==> src/rtl/mon_hs_pkg.sv <==
package mon_hs_pkg;

  typedef enum logic [1:0] {
    ST_IDLE = 2'd0,
    ST_SEND = 2'd1,
    ST_GAP  = 2'd2
  } monState_t;

  // strobes from control to datapath
  typedef struct packed {
    logic load;   // capture host byte, clear counters
    logic track;  // a frame boundary during an active send
  } monStrobe_t;

endpackage

==> src/rtl/mon_hs_dp.sv <==
module mon_hs_dp
  import mon_hs_pkg::*;
#(
  parameter int DATA_W         = 8,
  parameter int ACK_FRAMES     = 2,
  parameter int TIMEOUT_FRAMES = 32
) (
  input  logic              clk,
  input  logic              rstN,
  input  monStrobe_t        strb,
  input  logic              sending,
  input  logic [DATA_W-1:0] wrData,
  input  logic              mrBitN,
  output logic              ackHit,
  output logic              timeoutHit,
  output logic [DATA_W-1:0] monTxData,
  output logic              mxBitN
);

  localparam int CNT_W = $clog2(TIMEOUT_FRAMES + 1);
  localparam int ACK_W = $clog2(ACK_FRAMES + 1);
  localparam logic [CNT_W-1:0] CNT_LAST = CNT_W'(TIMEOUT_FRAMES - 1);
  localparam logic [ACK_W-1:0] ACK_LAST = ACK_W'(ACK_FRAMES - 1);
  localparam logic [ACK_W-1:0] ACK_MAX  = ACK_W'(ACK_FRAMES);

  logic [DATA_W-1:0] byteReg;
  logic [ACK_W-1:0]  ackRun;
  logic [CNT_W-1:0]  frameCnt;

  always_ff @(posedge clk) begin
    if (!rstN) begin
      byteReg  <= '1;
      ackRun   <= '0;
      frameCnt <= '0;
    end else if (strb.load) begin
      byteReg  <= wrData;
      ackRun   <= '0;
      frameCnt <= '0;
    end else if (strb.track) begin
      frameCnt <= frameCnt + 1'b1;
      if (mrBitN)
        ackRun <= '0;
      else if (ackRun != ACK_MAX)
        ackRun <= ackRun + 1'b1;
    end
  end

  assign ackHit     = strb.track && !mrBitN && (ackRun == ACK_LAST);
  assign timeoutHit = strb.track && (frameCnt == CNT_LAST);
  assign monTxData  = sending ? byteReg : '1;
  assign mxBitN     = ~sending;


  byte_hold_chk: assert property (@(posedge clk) disable iff (!rstN)
    (sending && $past(sending)) |-> $stable(byteReg));


  cnt_bound_chk: assert property (@(posedge clk) disable iff (!rstN)
    sending |-> (frameCnt < CNT_W'(TIMEOUT_FRAMES)));

endmodule

==> src/rtl/mon_hs_ctrl.sv <==
module mon_hs_ctrl
  import mon_hs_pkg::*;
(
  input  logic       clk,
  input  logic       rstN,
  input  logic       wrEn,
  input  logic       frameStb,
  input  logic       ackHit,
  input  logic       timeoutHit,
  output monStrobe_t strb,
  output logic       sending,
  output logic       busy,
  output logic       done,
  output logic       err
);

  monState_t state, stateNxt;
  logic      doneNxt, errNxt;

  always_comb begin
    stateNxt   = state;
    doneNxt    = 1'b0;
    errNxt     = 1'b0;
    strb.load  = 1'b0;
    strb.track = 1'b0;
    unique case (state)
      ST_IDLE: begin
        if (wrEn) begin
          strb.load = 1'b1;
          stateNxt  = ST_SEND;
        end
      end
      ST_SEND: begin
        strb.track = frameStb;
        if (ackHit) begin
          doneNxt  = 1'b1;
          stateNxt = ST_GAP;
        end else if (timeoutHit) begin
          errNxt   = 1'b1;
          stateNxt = ST_GAP;
        end
      end
      ST_GAP: begin
        if (frameStb) stateNxt = ST_IDLE;
      end
      default: stateNxt = ST_IDLE;
    endcase
  end

  always_ff @(posedge clk) begin
    if (!rstN) begin
      state <= ST_IDLE;
      done  <= 1'b0;
      err   <= 1'b0;
    end else begin
      state <= stateNxt;
      done  <= doneNxt;
      err   <= errNxt;
    end
  end

  assign sending = (state == ST_SEND);
  assign busy    = (state != ST_IDLE);


  done_err_excl_chk: assert property (@(posedge clk) disable iff (!rstN)
    !(done && err));


  guard_after_end_chk: assert property (@(posedge clk) disable iff (!rstN)
    (done || err) |-> (!sending && busy));

endmodule

==> src/rtl/mon_hs_tx.sv <==
module mon_hs_tx
  import mon_hs_pkg::*;
#(
  parameter int DATA_W         = 8,
  parameter int ACK_FRAMES     = 2,
  parameter int TIMEOUT_FRAMES = 32
) (
  input  logic              clk,
  input  logic              rstN,
  input  logic              wrEn,
  input  logic [DATA_W-1:0] wrData,
  output logic              busy,
  output logic              done,
  output logic              err,
  input  logic              frameStb,
  output logic [DATA_W-1:0] monTxData,
  output logic              mxBitN,
  input  logic              mrBitN
);

  monStrobe_t strb;
  logic       sending, ackHit, timeoutHit;

  mon_hs_ctrl i_ctrl (
    .clk       (clk),
    .rstN      (rstN),
    .wrEn      (wrEn),
    .frameStb  (frameStb),
    .ackHit    (ackHit),
    .timeoutHit(timeoutHit),
    .strb      (strb),
    .sending   (sending),
    .busy      (busy),
    .done      (done),
    .err       (err)
  );

  mon_hs_dp #(
    .DATA_W        (DATA_W),
    .ACK_FRAMES    (ACK_FRAMES),
    .TIMEOUT_FRAMES(TIMEOUT_FRAMES)
  ) i_dp (
    .clk       (clk),
    .rstN      (rstN),
    .strb      (strb),
    .sending   (sending),
    .wrData    (wrData),
    .mrBitN    (mrBitN),
    .ackHit    (ackHit),
    .timeoutHit(timeoutHit),
    .monTxData (monTxData),
    .mxBitN    (mxBitN)
  );


  write_taken_chk: assert property (@(posedge clk) disable iff (!rstN)
    (!busy && wrEn) |=> (!mxBitN && monTxData == $past(wrData)));


  done_after_ack_chk: assert property (@(posedge clk) disable iff (!rstN)
    done |-> ($past(frameStb) && !$past(mrBitN)));


  busy_fall_chk: assert property (@(posedge clk) disable iff (!rstN)
    $fell(busy) |-> $past(frameStb));

endmodule

==> config.mk <==
export PLATFORM = sky130hd
export DESIGN_NAME = mon_hs_tx
export DESIGN_NICKNAME = d
export VERILOG_FILES = /design/src/rtl/mon_hs_pkg.sv /design/src/rtl/mon_hs_dp.sv /design/src/rtl/mon_hs_ctrl.sv /design/src/rtl/mon_hs_tx.sv
export SDC_FILE = /design/constraint.sdc
export NUM_CORES = 1
export LEC_CHECK = 0
export BUFFER_PORTS_ARGS = -buffer_cell sky130_fd_sc_hd__buf_2
export CORE_ASPECT_RATIO = 1.4
export CORE_MARGIN = 2
export CORE_UTILIZATION = 44
export DETAILED_ROUTE_END_ITERATION = 10
export GPL_ROUTABILITY_DRIVEN = 0
export GPL_TIMING_DRIVEN = 0
export PLACE_DENSITY_LB_ADDON = 0.12
export RECOVER_POWER = 50
export SYNTH_ARGS = -nofsm -noshare
export SYNTH_HDL_FRONTEND = slang
export SYNTH_SLANG_ARGS = --single-unit
export TNS_END_PERCENT = 5
==> constraint.sdc <==
create_clock -name clk -period 1.5 [get_ports clk]
set_clock_uncertainty 0.1 [all_clocks]
set_input_delay 0.3 -clock clk [delete_from_list [all_inputs] [get_ports clk]]
set_output_delay 0.3 -clock clk [all_outputs]
set_load 0.02 [all_outputs]
==> results of run 1 <==
## flip-flops by register name, indices dropped and copies added (netlist names)
signal         count
i_dp.byteReg       8
i_ctrl.done        1
i_dp.ackRun        2
i_ctrl.err         1
i_ctrl.state       2
i_dp.frameCnt      6
## critical path: stages, from the launching register on
cell and delay, ns:
dfxtp_4 0.38, nor2b_4 0.21, buf_8 0.13, nand2b_1 0.07, buf_6 0.13
## Yosys cell counts
master,n,area share
nor2_1,3,0.012
xor2_1,2,0.019
or3b_2,1,0.0097
nand3_1,12,0.066
or4_1,1,0.0083
or2_2,1,0.0069
a21oi_1,5,0.028
nand3b_1,3,0.025
dfxtp_1,20,0.44
and4bb_2,1,0.014
nand2_2,1,0.0069
ha_1,3,0.041
or4_4,1,0.012
nor3_1,1,0.0055
buf_2,1,0.0055
a21oi_2,1,0.0097
nand2b_1,8,0.055
or3_1,3,0.021
buf_6,1,0.012
clkbuf_1,2,0.0083
nor2b_1,3,0.021
nand4b_1,2,0.019
nand2_1,18,0.075
nor3b_2,1,0.014
o21ai_0,6,0.033
a211o_1,1,0.0097
inv_1,3,0.012
nand4_1,1,0.0069
## final timing paths
check	slack, ns	depth (start not counted)	end
setup / recovery	-0.13	4	monTxData[3]
hold / removal	0.09	3	i_dp.byteReg[5]$_SDFFE_PN1P_
setup reg to reg	-0.02	5	i_dp.byteReg[7]$_SDFFE_PN1P_
hold reg to reg	0.37	2	i_dp.byteReg[0]$_SDFFE_PN1P_
## metal layers
metal | vias to the layer above | global-route usage | part of all wire
li1 | 427 | - | -
met1 | 368 | 0.218 | 0.44
met2 | 19 | 0.301 | 0.49
met3 | 5 | 0.0249 | 0.039
met4 | 0 | 0.0938 | 0.024
met5 | - | 0 | 0
## through the flow
stage / cells / util
2_1_floorplan: 106 / -
4_1_cts: 159 / 0.626
6_report: 159 / 0.626
3_3_place_gp: 151 / 0.540
5_1_grt: 159 / 0.626
3_5_place_dp: 151 / 0.540
## cells by family (layout without fill, tap and decap cells)
kind of cell | Yosys count | count (layout) | share of synthesized area
AO/OA/AOI/OAI | 13 | 13 | 0.0801
XOR/XNOR | 2 | 2 | 0.0193
adder cells (fa/ha/maj) | 3 | 3 | 0.0414
buffers and inverters | 7 | 39 | 0.0387
flip-flops | 20 | 20 | 0.442
AND/OR/NAND/NOR | 61 | 61 | 0.378
## power by group
group	internal, mW	total [mW]	switching, mW	leakage [nW]
logic	0.117	0.236	0.120	0.322
clock network	0.149	0.318	0.169	0.0210
registers	0.556	0.571	0.0147	0.165
## what timing repair did
| item | CTS | global route |
|---|---|---|
| buffers inserted | 3 | 0 |
| resized for setup | 30 | 2 |
| pin swaps | 1 | 2 |
| cloned | 1 | 0 |
| setup endpoints to repair | 18 | 26 |
## area by class of cell
type | count | area share
Buffer | 4 | 0.0338
Clock buffer | 4 | 0.0297
Inverter | 3 | 0.00923
Multi-Input combinational cell | 79 | 0.403
Sequential cell | 20 | 0.334
Tap cell | 21 | 0.0215
Timing Repair Buffer | 28 | 0.168
==> impl_metrics.ini, run 1 <==
[run_status]
outcome = complete, but fails checks
violations = setup timing

[synth]
ys_ff_latch = 20
syn-instance-count = 106
syn_nets = 122
seq_area_frac_synth = 0.442
synth_cell_types = 28
yosysWarningCount = 0
syn_area_um2 = 906
syn_avg_cell_area_um2 = 8.55

[timing]
maxSlewViolCount = 0
layout_min_cycle_time_ns = 1.63
slew_headroom = 0.639
post-route-period-util = 1.09
final_hold_viol_count = 0
rsz0062_at_grt = true
fmax_ghz = 0.613
setup_tns_ns = -1.21
fin_ws_ns = -0.132
setup_viol = 13
whs_ns = 0.0899
tightest_slew_ns = 0.539

[cts]
clkTransAtPathRegs_ns = 0.11
cts-root-buf = clkbuf_4
ctsHoldBuffers = 0
clock-sinks = 20
cts_max_level = 1
clock_latency_ns = 0.31
clockBufferDepth = 2
cts_tree = done
cts_buffers = 3

[power_and_ir_drop]
leakagePower_nw = 0.508
p_total_mw = 1.13
vdd_ir_drop_max_uv = 970
power_density_nw_per_um2 = 922

[final_layout]
finalNetCount = 155
seqCellArea_um2 = 408
final_cell_mix = nand2_1, dfxtp_1, buf_2, nand3_1, buf_6
area_delta_synth_final_pct = 34.7
antenna_cells = 0
multi_input_area_um2 = 492
n_fill_cell = 185
layout-drive-gt1-share = 0.312
design_area_um2 = 1220

[die]
rows = 19
die_area_um2 = 2440
core_area_um2 = 1950
die_width_um = 42.3
initial_core_util = 0.465
io_pins = 25
fp.dieH_um = 57.7

[global_routing]
grt_pass1_vias = 787
track_usage = 0.178
gr-total-overflow = 0
grt_max_degree = 12
antenna_found_initial = 0
grt_pass1_wl_um = 3360

[setup_path]
crit_arrival_ns = 1.23
path_class = reg2out
required_ns = 1.10
critPathLaunchType = flip-flop
startpoint = i_ctrl.state[0]$_SDFFE_PN0P_
r2r-start = i_ctrl.state[0]$_SDFFE_PN0P_
end_kind = output pin
cp_max_fo = 5

[drt]
viasPerCell = 5.15
drc = 0
wirelength_um = 1970
wl_per_cell_um = 12.4
initialDrtViolationCount = 14
ant_nets = 0
via_count = 819
dr.pass1.iters = 4

[placed_design]
dp_hpwl_um = 1340
place_area_um2 = 1050
post-place-ws_ns = -0.192
port_buffers = 24

[flow_run]
max_cap_viol_count = 0

[hold_path]
hold_class = in2reg
hp-start = wrData[5]
(Power assumes the default switching activity.)
==> run 2, diff against run 1 <==
Settings changed: CORE_ASPECT_RATIO 1.4 to default.
==> run 2 against run 1 <==
Net effect:
- sequential cell count unchanged
- the run still ends with setup timing left
- largest power group unchanged
- count of clock-buffer cells in the layout did not move
- largest cell class unchanged
- register-to-register slack improved by 0.02 ns
- critical endpoint is now monTxData[5]
- first-iteration DRC count down 14%
==> impl_metrics.ini, run 2 (same netlist as run 1, synthesis figures left out) <==
[run_status]
outcome = complete, but fails checks
violations = setup timing

[setup_path]
startpoint = i_ctrl.state[0]$_SDFFE_PN0P_
cp_max_fo = 5
crit_arrival_ns = 1.25
path_cells = nor2b_4 -> clkbuf_16 -> nand2b_4 -> buf_6
critPathMaxStageDelay_ns = 0.38
end_kind = output pin
required_ns = 1.10
r2r_cells = 6
crit_slowest_cell = dfxtp_4
r2r-start = i_ctrl.state[0]$_SDFFE_PN0P_
path_class = reg2out
critPathLaunchType = flip-flop

[hold_path]
hp-start = wrData[1]
whs_path_depth = 3
hold_class = in2reg

[final_layout]
n_fill_cell = 169
regMostFlops = i_dp.byteReg
largest_reg_flops = 8
layout-drive-gt1-share = 0.376
design_area_um2 = 1290
antenna_cells = 0
multi_input_area_um2 = 534
largestRegisters = i_dp.byteReg: 8 flops, i_dp.frameCnt: 6 flops
finalNetCount = 158
final_cell_mix = nand2_1, dfxtp_1, buf_2, nand3_1, buf_6
final_common_cell = nand2_1
seqCellArea_um2 = 407
area_delta_synth_final_pct = 43.0

[power_and_ir_drop]
vdd_ir_drop_max_uv = 857
p_total_mw = 1.16
power_density_nw_per_um2 = 898
leakagePower_nw = 0.563

[die]
fp.dieH_um = 49.4
core_area_um2 = 1940
initial_core_util = 0.466
io_pins = 25
die_width_um = 49.4
die_area_um2 = 2440
rows = 16

[cts]
cts_max_level = 1
clock_latency_ns = 0.30
cts_buffers = 3
clock-sinks = 20
cts_tree = done
cts-root-buf = clkbuf_4
clockBufferDepth = 2
clkTransAtPathRegs_ns = 0.11

[global_routing]
grt_max_degree = 12
antenna_found_initial = 0
grt_pass1_vias = 789
track_usage = 0.175
gr-total-overflow = 0
grt_pass1_wl_um = 3300

[timing]
final_hold_viol_count = 0
fin_ws_ns = -0.149
fmax_ghz = 0.607
layout_min_cycle_time_ns = 1.65
rsz0062_at_grt = true
slew_headroom = 0.637
post-route-period-util = 1.10
tightest_slew_ns = 0.543
maxSlewViolCount = 0
setup_viol = 11

[placed_design]
place_area_um2 = 1060
dp_hpwl_um = 1310
port_buffers = 24

[drt]
via_count = 819
dr.pass1.iters = 4
initialDrtViolationCount = 12
wirelength_um = 1980
viasPerCell = 4.88
ant_nets = 0
wl_per_cell_um = 11.8
drc = 0

[flow_run]
max_cap_viol_count = 0
run 2: cell count changes in the layout (fill, tap and decap cells not counted), sizes merged:
cell / previous run / this run
buf: 29 / 31
clkbuf: 7 / 8
run 2: area by class of cell:
class / count / share of cell area
tap: 27 / 0.0261
multi-input combinational: 79 / 0.413
timing repair buffer: 31 / 0.171
sequential: 20 / 0.314
inverter: 3 / 0.00870
buffer: 4 / 0.0396
clock buffer: 4 / 0.0280
run 2: per-layer routing:
metal / vias up / share of wire / wire length [um] / global-route usage
li1: 437 / - / - / -
met4: 0 / 0 / 0 / 0.0278
met1: 366 / 0.46 / 910 / 0.207
met3: 0 / 0.049 / 97 / 0.0706
met5: - / 0 / 0 / 0
met2: 16 / 0.49 / 971 / 0.304
run 2: path summary, 6_finish.rpt:
kind,end,slack [ns]
setup / recovery,monTxData[5],-0.15
hold / removal,i_dp.byteReg[1]$_SDFFE_PN1P_,0.1
setup reg to reg,i_dp.ackRun[1]$_SDFFE_PP0P_,0
hold reg to reg,i_dp.byteReg[6]$_SDFFE_PN1P_,0.37
run 2: power by group:
group	internal (mW)	total [mW]	switching, mW
combinational	0.146	0.276	0.130
clock	0.148	0.313	0.165
sequential	0.558	0.574	0.0155
run 2: repair_timing:
action	4_1_cts	5_1_grt
cloned	1	0
resized for setup	28	4
buffers inserted	5	1
pin swaps	1	1
hold buffers	0	0
setup endpoints to repair	17	29
run 2: worst max-delay path: cells and delay by family, from the launching register on:
family,cells,cell delay (ns)
flip-flops,1,0.38
AND/OR/NAND/NOR,2,0.25
buffers and inverters,2,0.31
run 2: stage by stage:
stage / setup TNS (ns) / worst slack (ns) / instances / utilization / hold WS (ns)
3_3_place_gp: -1.61 / -0.202 / 157 / 0.546 / 0.341
5_1_grt: -2.54 / -0.202 / 168 / 0.667 / 0.0864
2_1_floorplan: 0 / 0.0506 / 106 / - / 0.324
4_1_cts: -1.35 / -0.138 / 167 / 0.656 / 0.0927
3_5_place_dp: -1.69 / -0.196 / 157 / 0.546 / 0.347
6_report: -1.28 / -0.149 / 168 / 0.667 / 0.0964
